<file path="src/rtl/sdac_pkg.sv">
package sdac_pkg;
  typedef enum logic [3:0] {
    OP_NOP      = 4'h0,
    OP_LOAD     = 4'h1,
    OP_UPDATE   = 4'h2,
    OP_LOAD_UPD = 4'h3,
    OP_AUX_LO   = 4'h4,
    OP_AUX_HI   = 4'h5,
    OP_SLEEP    = 4'h6,
    OP_WAKE     = 4'h7
  } op_e;
endpackage

</file>
<file path="src/rtl/sdac_sync.sv">
module sdac_sync #(
  parameter int N = 1,
  parameter int STAGES = 2,
  parameter logic [N-1:0] RST_VAL = '0
) (
  input  logic         clk,
  input  logic         rst_n,
  input  logic [N-1:0] d,
  output logic [N-1:0] q
);
  logic [N-1:0] stg [STAGES];

  always_ff @(posedge clk) begin
    if (!rst_n) stg[0] <= RST_VAL;
    else        stg[0] <= d;
  end

  for (genvar s = 1; s < STAGES; s++) begin : g_stage
    always_ff @(posedge clk) begin
      if (!rst_n) stg[s] <= RST_VAL;
      else        stg[s] <= stg[s-1];
    end
  end

  assign q = stg[STAGES-1];
endmodule

</file>
<file path="src/rtl/sdac_frame.sv">
module sdac_frame #(
  parameter int WORD_W = 16,
  localparam int CNT_W = $clog2(WORD_W + 2)
) (
  input  logic              clk,
  input  logic              rst_n,
  input  logic              cs_n_s,
  input  logic              sclk_s,
  input  logic              sdi_s,
  output logic [WORD_W-1:0] word,
  output logic              frame_go,
  output logic              sclk_fall,
  output logic [CNT_W-1:0]  bit_cnt,
  output logic              sdo
);
  localparam logic [CNT_W-1:0] CNT_FULL = CNT_W'(WORD_W);
  localparam logic [CNT_W-1:0] CNT_MAX  = CNT_W'(WORD_W + 1);

  logic cs_q, sclk_q, out_bit;
  logic sclk_rise, cs_fall, cs_rise;

  assign sclk_rise = sclk_s & ~sclk_q & ~cs_n_s;
  assign sclk_fall = ~sclk_s & sclk_q & ~cs_n_s;
  assign cs_fall   = ~cs_n_s & cs_q;
  assign cs_rise   = cs_n_s & ~cs_q;

  always_ff @(posedge clk) begin
    if (!rst_n) begin
      cs_q     <= 1'b1;
      sclk_q   <= 1'b0;
      word     <= '0;
      out_bit  <= 1'b0;
      sdo      <= 1'b0;
      bit_cnt  <= '0;
      frame_go <= 1'b0;
    end else begin
      cs_q     <= cs_n_s;
      sclk_q   <= sclk_s;
      frame_go <= cs_rise && (bit_cnt == CNT_FULL);
      if (cs_fall)
        bit_cnt <= '0;
      else if (sclk_rise && bit_cnt != CNT_MAX)
        bit_cnt <= bit_cnt + 1'b1;
      if (sclk_rise) begin
        out_bit <= word[WORD_W-1];
        word    <= {word[WORD_W-2:0], sdi_s};
      end
      if (sclk_fall)
        sdo <= out_bit;
    end
  end
endmodule

</file>
<file path="src/rtl/sdac_regs.sv">
module sdac_regs
  import sdac_pkg::*;
#(
  parameter int CODE_W = 12,
  parameter int CMD_W = 4,
  localparam int WORD_W = CODE_W + CMD_W
) (
  input  logic              clk,
  input  logic              rst_n,
  input  logic              frame_go,
  input  logic [WORD_W-1:0] word,
  input  logic              clr_s,
  input  logic              mid_strap,
  input  logic              sd_allow,
  input  logic              shdn_s,
  output logic [CODE_W-1:0] dac_code,
  output logic              user_out,
  output logic              aout_en
);
  logic [CODE_W-1:0] in_reg, clr_val, data;
  logic              sleep_flag;
  op_e               op;

  assign clr_val = mid_strap ? {1'b1, {(CODE_W-1){1'b0}}} : '0;
  assign data    = word[CODE_W-1:0];
  assign op      = op_e'(word[WORD_W-1 -: CMD_W]);
  assign aout_en = !(sd_allow && (shdn_s || sleep_flag));

  always_ff @(posedge clk) begin
    if (!rst_n) begin
      in_reg     <= clr_val;
      dac_code   <= clr_val;
      user_out   <= 1'b0;
      sleep_flag <= 1'b0;
    end else begin
      if (frame_go) begin
        case (op)
          OP_LOAD:     in_reg <= data;
          OP_UPDATE:   dac_code <= in_reg;
          OP_LOAD_UPD: begin in_reg <= data; dac_code <= data; end
          OP_AUX_LO:   user_out <= 1'b0;
          OP_AUX_HI:   user_out <= 1'b1;
          OP_SLEEP:    sleep_flag <= 1'b1;
          OP_WAKE:     sleep_flag <= 1'b0;
          default: ;
        endcase
      end
      if (clr_s) begin
        in_reg   <= clr_val;
        dac_code <= clr_val;
      end
    end
  end
endmodule

</file>
<file path="src/rtl/sdac_front.sv">
module sdac_front #(
  parameter int CODE_W = 12,
  parameter int CMD_W = 4,
  parameter int SYNC_STAGES = 2
) (
  input  logic              clk,
  input  logic              rst_n,
  input  logic              cs_n,
  input  logic              sclk,
  input  logic              sdi,
  output logic              sdo,
  input  logic              clear_n,
  input  logic              mid_strap,
  input  logic              sd_allow,
  input  logic              shdn_pin,
  output logic [CODE_W-1:0] dac_code,
  output logic              aout_en,
  output logic              user_out
);
  localparam int WORD_W = CODE_W + CMD_W;
  localparam int CNT_W = $clog2(WORD_W + 2);

  logic [4:0]        pins_s;
  logic              cs_n_s, sclk_s, sdi_s, clr_s, shdn_s;
  logic [WORD_W-1:0] word;
  logic              frame_go, sclk_fall;
  logic [CNT_W-1:0]  bit_cnt;

  sdac_sync #(.N(5), .STAGES(SYNC_STAGES), .RST_VAL(5'b10010)) u_sync (
    .clk(clk), .rst_n(rst_n),
    .d({cs_n, sclk, sdi, clear_n, shdn_pin}),
    .q(pins_s)
  );

  assign cs_n_s = pins_s[4];
  assign sclk_s = pins_s[3];
  assign sdi_s  = pins_s[2];
  assign clr_s  = ~pins_s[1];
  assign shdn_s = pins_s[0];

  sdac_frame #(.WORD_W(WORD_W)) u_frame (
    .clk(clk), .rst_n(rst_n),
    .cs_n_s(cs_n_s), .sclk_s(sclk_s), .sdi_s(sdi_s),
    .word(word), .frame_go(frame_go), .sclk_fall(sclk_fall),
    .bit_cnt(bit_cnt), .sdo(sdo)
  );

  sdac_regs #(.CODE_W(CODE_W), .CMD_W(CMD_W)) u_regs (
    .clk(clk), .rst_n(rst_n),
    .frame_go(frame_go), .word(word), .clr_s(clr_s),
    .mid_strap(mid_strap), .sd_allow(sd_allow), .shdn_s(shdn_s),
    .dac_code(dac_code), .user_out(user_out), .aout_en(aout_en)
  );
endmodule

</file>
<file path="config.mk">
export PLATFORM = sky130hd
export DESIGN_NAME = sdac_front
export DESIGN_NICKNAME = d
export VERILOG_FILES = /design/src/rtl/sdac_pkg.sv /design/src/rtl/sdac_sync.sv /design/src/rtl/sdac_frame.sv /design/src/rtl/sdac_regs.sv /design/src/rtl/sdac_front.sv
export SDC_FILE = /design/constraint.sdc
export NUM_CORES = 1
export LEC_CHECK = 0
export ABC_CLOCK_PERIOD_IN_PS = 3090
export BUFFER_PORTS_ARGS = -buffer_cell sky130_fd_sc_hd__buf_4
export CORE_AREA = 2 2 59 103
export DETAILED_ROUTE_END_ITERATION = 10
export DIE_AREA = 0 0 61 105
export GPL_ROUTABILITY_DRIVEN = 0
export PLACE_DENSITY_LB_ADDON = 0.05
export SETUP_SLACK_MARGIN = 0.15
export SYNTH_ARGS = -nofsm -noshare
export SYNTH_HDL_FRONTEND = slang
export SYNTH_SLANG_ARGS = --single-unit
export TNS_END_PERCENT = 50
</file>
<file path="constraint.sdc">
create_clock -name clk -period 3.09 [get_ports clk]
set_clock_uncertainty 0.05 [all_clocks]
set_input_delay 0.618 -clock clk [delete_from_list [all_inputs] [get_ports clk]]
set_output_delay 0.618 -clock clk [all_outputs]
set_load 0.01 [all_outputs]
</file>
# --- Word level (Yosys, flattened, before mapping) ---
# Memories as Yosys holds them, arrays and structs flattened.
# Index checks and enable logic that the tools add are counted.
op_classes:
  n_addsub: 1
  eq_ne: 12
  mux: 15
  bitwise_logic: 13
  reduce_logical: 13
op_table:
  columns: ["operator", "count"]
  rows:
  - ["two-way mux 12 bit", 8]
  - ["case mux 12 bit (2 select lines)", 1]
  - ["equality test 4 x 3 -> 1 bit (second input constant)", 4]
  - ["two-way mux 5 bit", 2]
  - ["equality test 4 x 2 -> 1 bit (second input constant)", 2]
  - ["AND reduction 2 bit", 4]
  - ["bitwise AND 1 bit", 6]
  - ["adder 5 x 1 -> 5 bit (second input constant)", 1]
  - ["equality test 5 bit (second input constant)", 1]
  - ["inequality test 5 bit (second input constant)", 1]
  - ["inverter 1 bit", 5]
  - ["equality test 4 x 1 -> 1 bit (second input constant)", 1]
  - ["inequality test 4 x 2 -> 1 bit (second input constant)", 1]
  - ["case mux 1 bit (2 select lines)", 2]
  - ["nonzero test 2 bit", 2]
  - ["OR reduction 2 bit", 2]
  - ["logical AND 1 bit", 3]
  - ["inequality test 3 x 2 -> 1 bit (second input constant)", 1]
  - ["inequality test 3 bit (second input constant)", 1]
  - ["two-way mux 1 bit", 2]
  - ["OR 1 bit", 2]
  - ["zero test 1 bit", 1]
  - ["logical OR 1 bit", 1]
totals:
  reg_bits: 52
  mem_bits_rw: 10
  out_inout_bits: 15
  n_memories: 1
memory_table:
  columns: ["name", "depth", "width", "read_ports", "rd_ports_with_merged_regs", "wr", "line", "source"]
  rows:
  - ["u_sync.stg", 2, 5, 2, 0, 2, "sdac_sync.sv:11", "logic [N-1:0] stg [STAGES];"]

# --- Longest topological paths before layout ---
depth:
  ltp_word: 6
  ltp_mapped: 5
  depth_no_buf: 5

# --- Cells and area by module ---
# Synthesis repeated with hierarchy kept, for this count alone.
hier_totals:
  hier_cells: 233
  area_unflattened_um2: 2561.2
modules_own_cells:
  columns: ["mod", "instances", "cells_per_inst", "area_per_inst_um2", "seq_area_each_um2"]
  rows:
  - ["sdac_regs", 1, 94, 1196.1, 760.7]
  - ["sdac_frame", 1, 118, 1098.6, 520.5]
  - ["sdac_sync", 1, 20, 262.8, 200.2]
  - ["sdac_front", 1, 1, 3.8, 0.0]

# --- Worst setup path before layout ---
# Ideal clock, no wire load.
synth_path:
  path_type: "input to output"
  from: "input port sd_allow"
  to: "output port aout_en"
  arrival_ps: 742
  required_time_ps: 2422
  path_slack_ps: 1680
  path_stages: 1
  n_path_buf: 0
  path_cell_list: "o21ai_0"
synth_between:
  elab_chain_len: 2
synth_lines:
  columns: ["item", "line", "source"]
  rows:
  - ["from (decl)", "sdac_front.sv:14", "input logic sd_allow,"]
  - ["logical AND 1 bit", "sdac_regs.sv:27", "assign aout_en = !(sd_allow && (shdn_s || sleep_flag));"]
  - ["zero test 1 bit", "sdac_regs.sv:27", null]
  - ["to (decl)", "sdac_front.sv:17", "output logic aout_en,"]
# Every way passes these cells.

==> flow_summary.json <==
{
  "startpoint_type": "flip-flop",
  "place_hpwl_um": 2931,
  "start_util_pct": 43.72,
  "cts_root_buf": "clkbuf_8",
  "cp_data_arrival_time_ns": 1.97,
  "status": "completed",
  "max_freq_mhz": 568.3,
  "via_count": 1683,
  "ys_seq_elements": 62,
  "synthCells": 235,
  "tns_ns": 0,
  "placed_area_mm2": 0.002658,
  "cp_max_fo": 22,
  "cts-resized-gates": 0,
  "syn_nets": 247,
  "syn_area_per_cell_um2": 10.31,
  "critical_path_required_ns": 3.30,
  "grtUsageTotal_pct": 15.21,
  "synthDistinctLibCells": 29,
  "p_per_area_mw_per_mm2": 568.7,
  "synth-main-ff-cell": "dfxtp_1",
  "total_power_mw": 1.615,
  "grt_pass1_wl_um": 7355,
  "yosysSeqAreaShare_pct": 61.16,
  "clk_pin_slew_worst_paths_ns": 0.06,
  "drv_cap": 0,
  "cts_tree": "done",
  "synth_area_leader_cell": "dfxtp_1",
  "grt_pass1_vias": 1654,
  "yosysWarnings": 0,
  "largest_reg_flops": 16,
  "postCtsHoldBufs": 0,
  "async_reset_ff_share_pct": 0,
  "synthTopCellsByArea": "dfxtp_1 (31%), edfxtp_1 (30%), nand2_1 (9.3%), a21boi_0 (5.3%), a21oi_1 (3.3%)",
  "end_kind": "flip-flop",
  "hold_viol_final": 0,
  "finalWirelength_um": 4265,
  "fp.dieH_um": 105,
  "rows": 36,
  "yosysMostFrequentCell": "nand2_1",
  "num_antenna_cells": 0,
  "synth_area_mm2": 0.002422,
  "via_per_inst": 4.965,
  "setup_violations": 0,
  "p_leak_nw": 1.061,
  "rsz0062_at_grt": "false",
  "ios": 24,
  "die_w_um": 61,
  "finalCriticalPeriod_ns": 1.760,
  "layout-drive-gt1-share_pct": 16.35,
  "vdd_drop_max_uv": 325.3,
  "yosysTopAreaCellShare_pct": 31.40,
  "core_mm2": 0.005540,
  "synth_edf_count": 24,
  "synth_common_cells": "nand2_1 (60), dfxtp_1 (38), edfxtp_1 (24)",
  "path_class": "reg2reg",
  "post-place-ws_ns": 1.117,
  "die_area_mm2": 0.006405,
  "cts-htree-levels": 3,
  "detailedRoute.firstPassIterationCount": 4,
  "final_antenna_net_count": 0,
  "dp_cells": 323,
  "numClockSinks": 62,
  "maxSlewViolCount": 0,
  "fin_area_mm2": 0.002839,
  "antenna_found_initial": 0,
  "drc": 0,
  "cts_made_buffers": 9,
  "grt_max_degree": 28,
  "clock_path_buffers": 2,
  "nets": 270,
  "io_buffers": 23,
  "final_cells": 339,
  "cts_setup_buffers": 0,
  "max_slew_margin_pct": 53.22,
  "area_delta_synth_final_pct": 17.20,
  "worst_pin_slew_ns": 0.7017,
  "clk-insertion-delay-late_ns": 0.33,
  "timing.final.ws_setup_ns": 1.330,
  "globalRouteOverflowTotal": 0,
  "wl_per_cell_um": 12.58,
  "finalCritPeriodShare_pct": 56.94,
  "drtIter0Drc": 21,
  "worstHoldPathType": "reg2reg"
}
## final timing paths
check                           cells past startpoint                         from  slack (ns)                              end
worst max-delay path                                3  u_sync.stg[1][4]$_SDFF_PN1_        1.33  u_frame.bit_cnt[4]$_SDFFE_PP0P_
worst min-delay path                                1  u_sync.stg[0][4]$_SDFF_PN1_        0.36      u_sync.stg[1][4]$_SDFF_PN1_
worst max register to register                      3  u_sync.stg[1][4]$_SDFF_PN1_        1.33  u_frame.bit_cnt[4]$_SDFFE_PP0P_
worst min register to register                      1  u_sync.stg[0][4]$_SDFF_PN1_        0.36      u_sync.stg[1][4]$_SDFF_PN1_
## power by group
group / switching [mW] / internal, mW
combinational: 0.0374 / 0.0330
clock: 0.293 / 0.367
sequential: 0.00876 / 0.875
total: 0.339 / 1.28
## final cells by class
class / instances / area [um^2]
multi-input cells: 156 / 878.3
clock buffers: 11 / 131.4
fillers: 527 / 2701
inverters: 4 / 15.01
repair buffers: 25 / 187.7
well taps: 76 / 95.09
clock inverters: 5 / 50.05
flip-flops and latches: 62 / 1481
## per-stage QoR
step | util (%) | hold slack (ns)
floorplan | - | 0.3363
global placement | 47.97 | 0.3441
detailed placement | 47.97 | 0.3508
CTS | 51.24 | 0.3675
global route | 51.24 | 0.3921
finish | 51.24 | 0.3614
## cells by family (layout without fill, tap and decap cells)
kind of cell / Yosys count / count (layout) / synth area share [%]
DFF: 62 / 62 / 61.16
buffers and inverters: 17 / 45 / 2.789
and+or+nand+nor: 107 / 107 / 22.42
AOI/OAI and AO/OA: 45 / 45 / 11.67
muxes: 1 / 1 / 0.4132
adders and majority gates: 3 / 3 / 1.550
## layer usage
layer	global-route usage, %	vias to the layer above	wire length, um	share of wire [%]
met4	9.317	0	86	2.0
met3	2.970	7	126	3.0
met2	25.27	33	2232	52
met1	16.93	788	1820	43
li1	-	855	-	-
met5	0	-	0	0
## cell usage in the layout (no fill, tap or decap), types with 2 or more instances in the layout
cell type  instances
a21boi_0          17
and2_1             7
edfxtp_1          24
clkbuf_8           9
ha_1               3
clkinv_2           4
a31o_2             2
nand2b_1           6
o21ai_0            7
buf_4             25
or3_1              2
nand3_1            7
and3_1            11
inv_1              4
a21oi_1           16
nand4bb_1          2
nand4b_1           3
nand2_1           60
dfxtp_1           38
a21o_1             2
clkbuf_1           2
## worst max-delay path: stages, from the launching register on
cell,delay [ns]
dfxtp_1,0.35
or3b_1,0.70
or3_1,0.45
a21oi_1,0.14
Note: power is estimated with default switching activity, not from simulation.
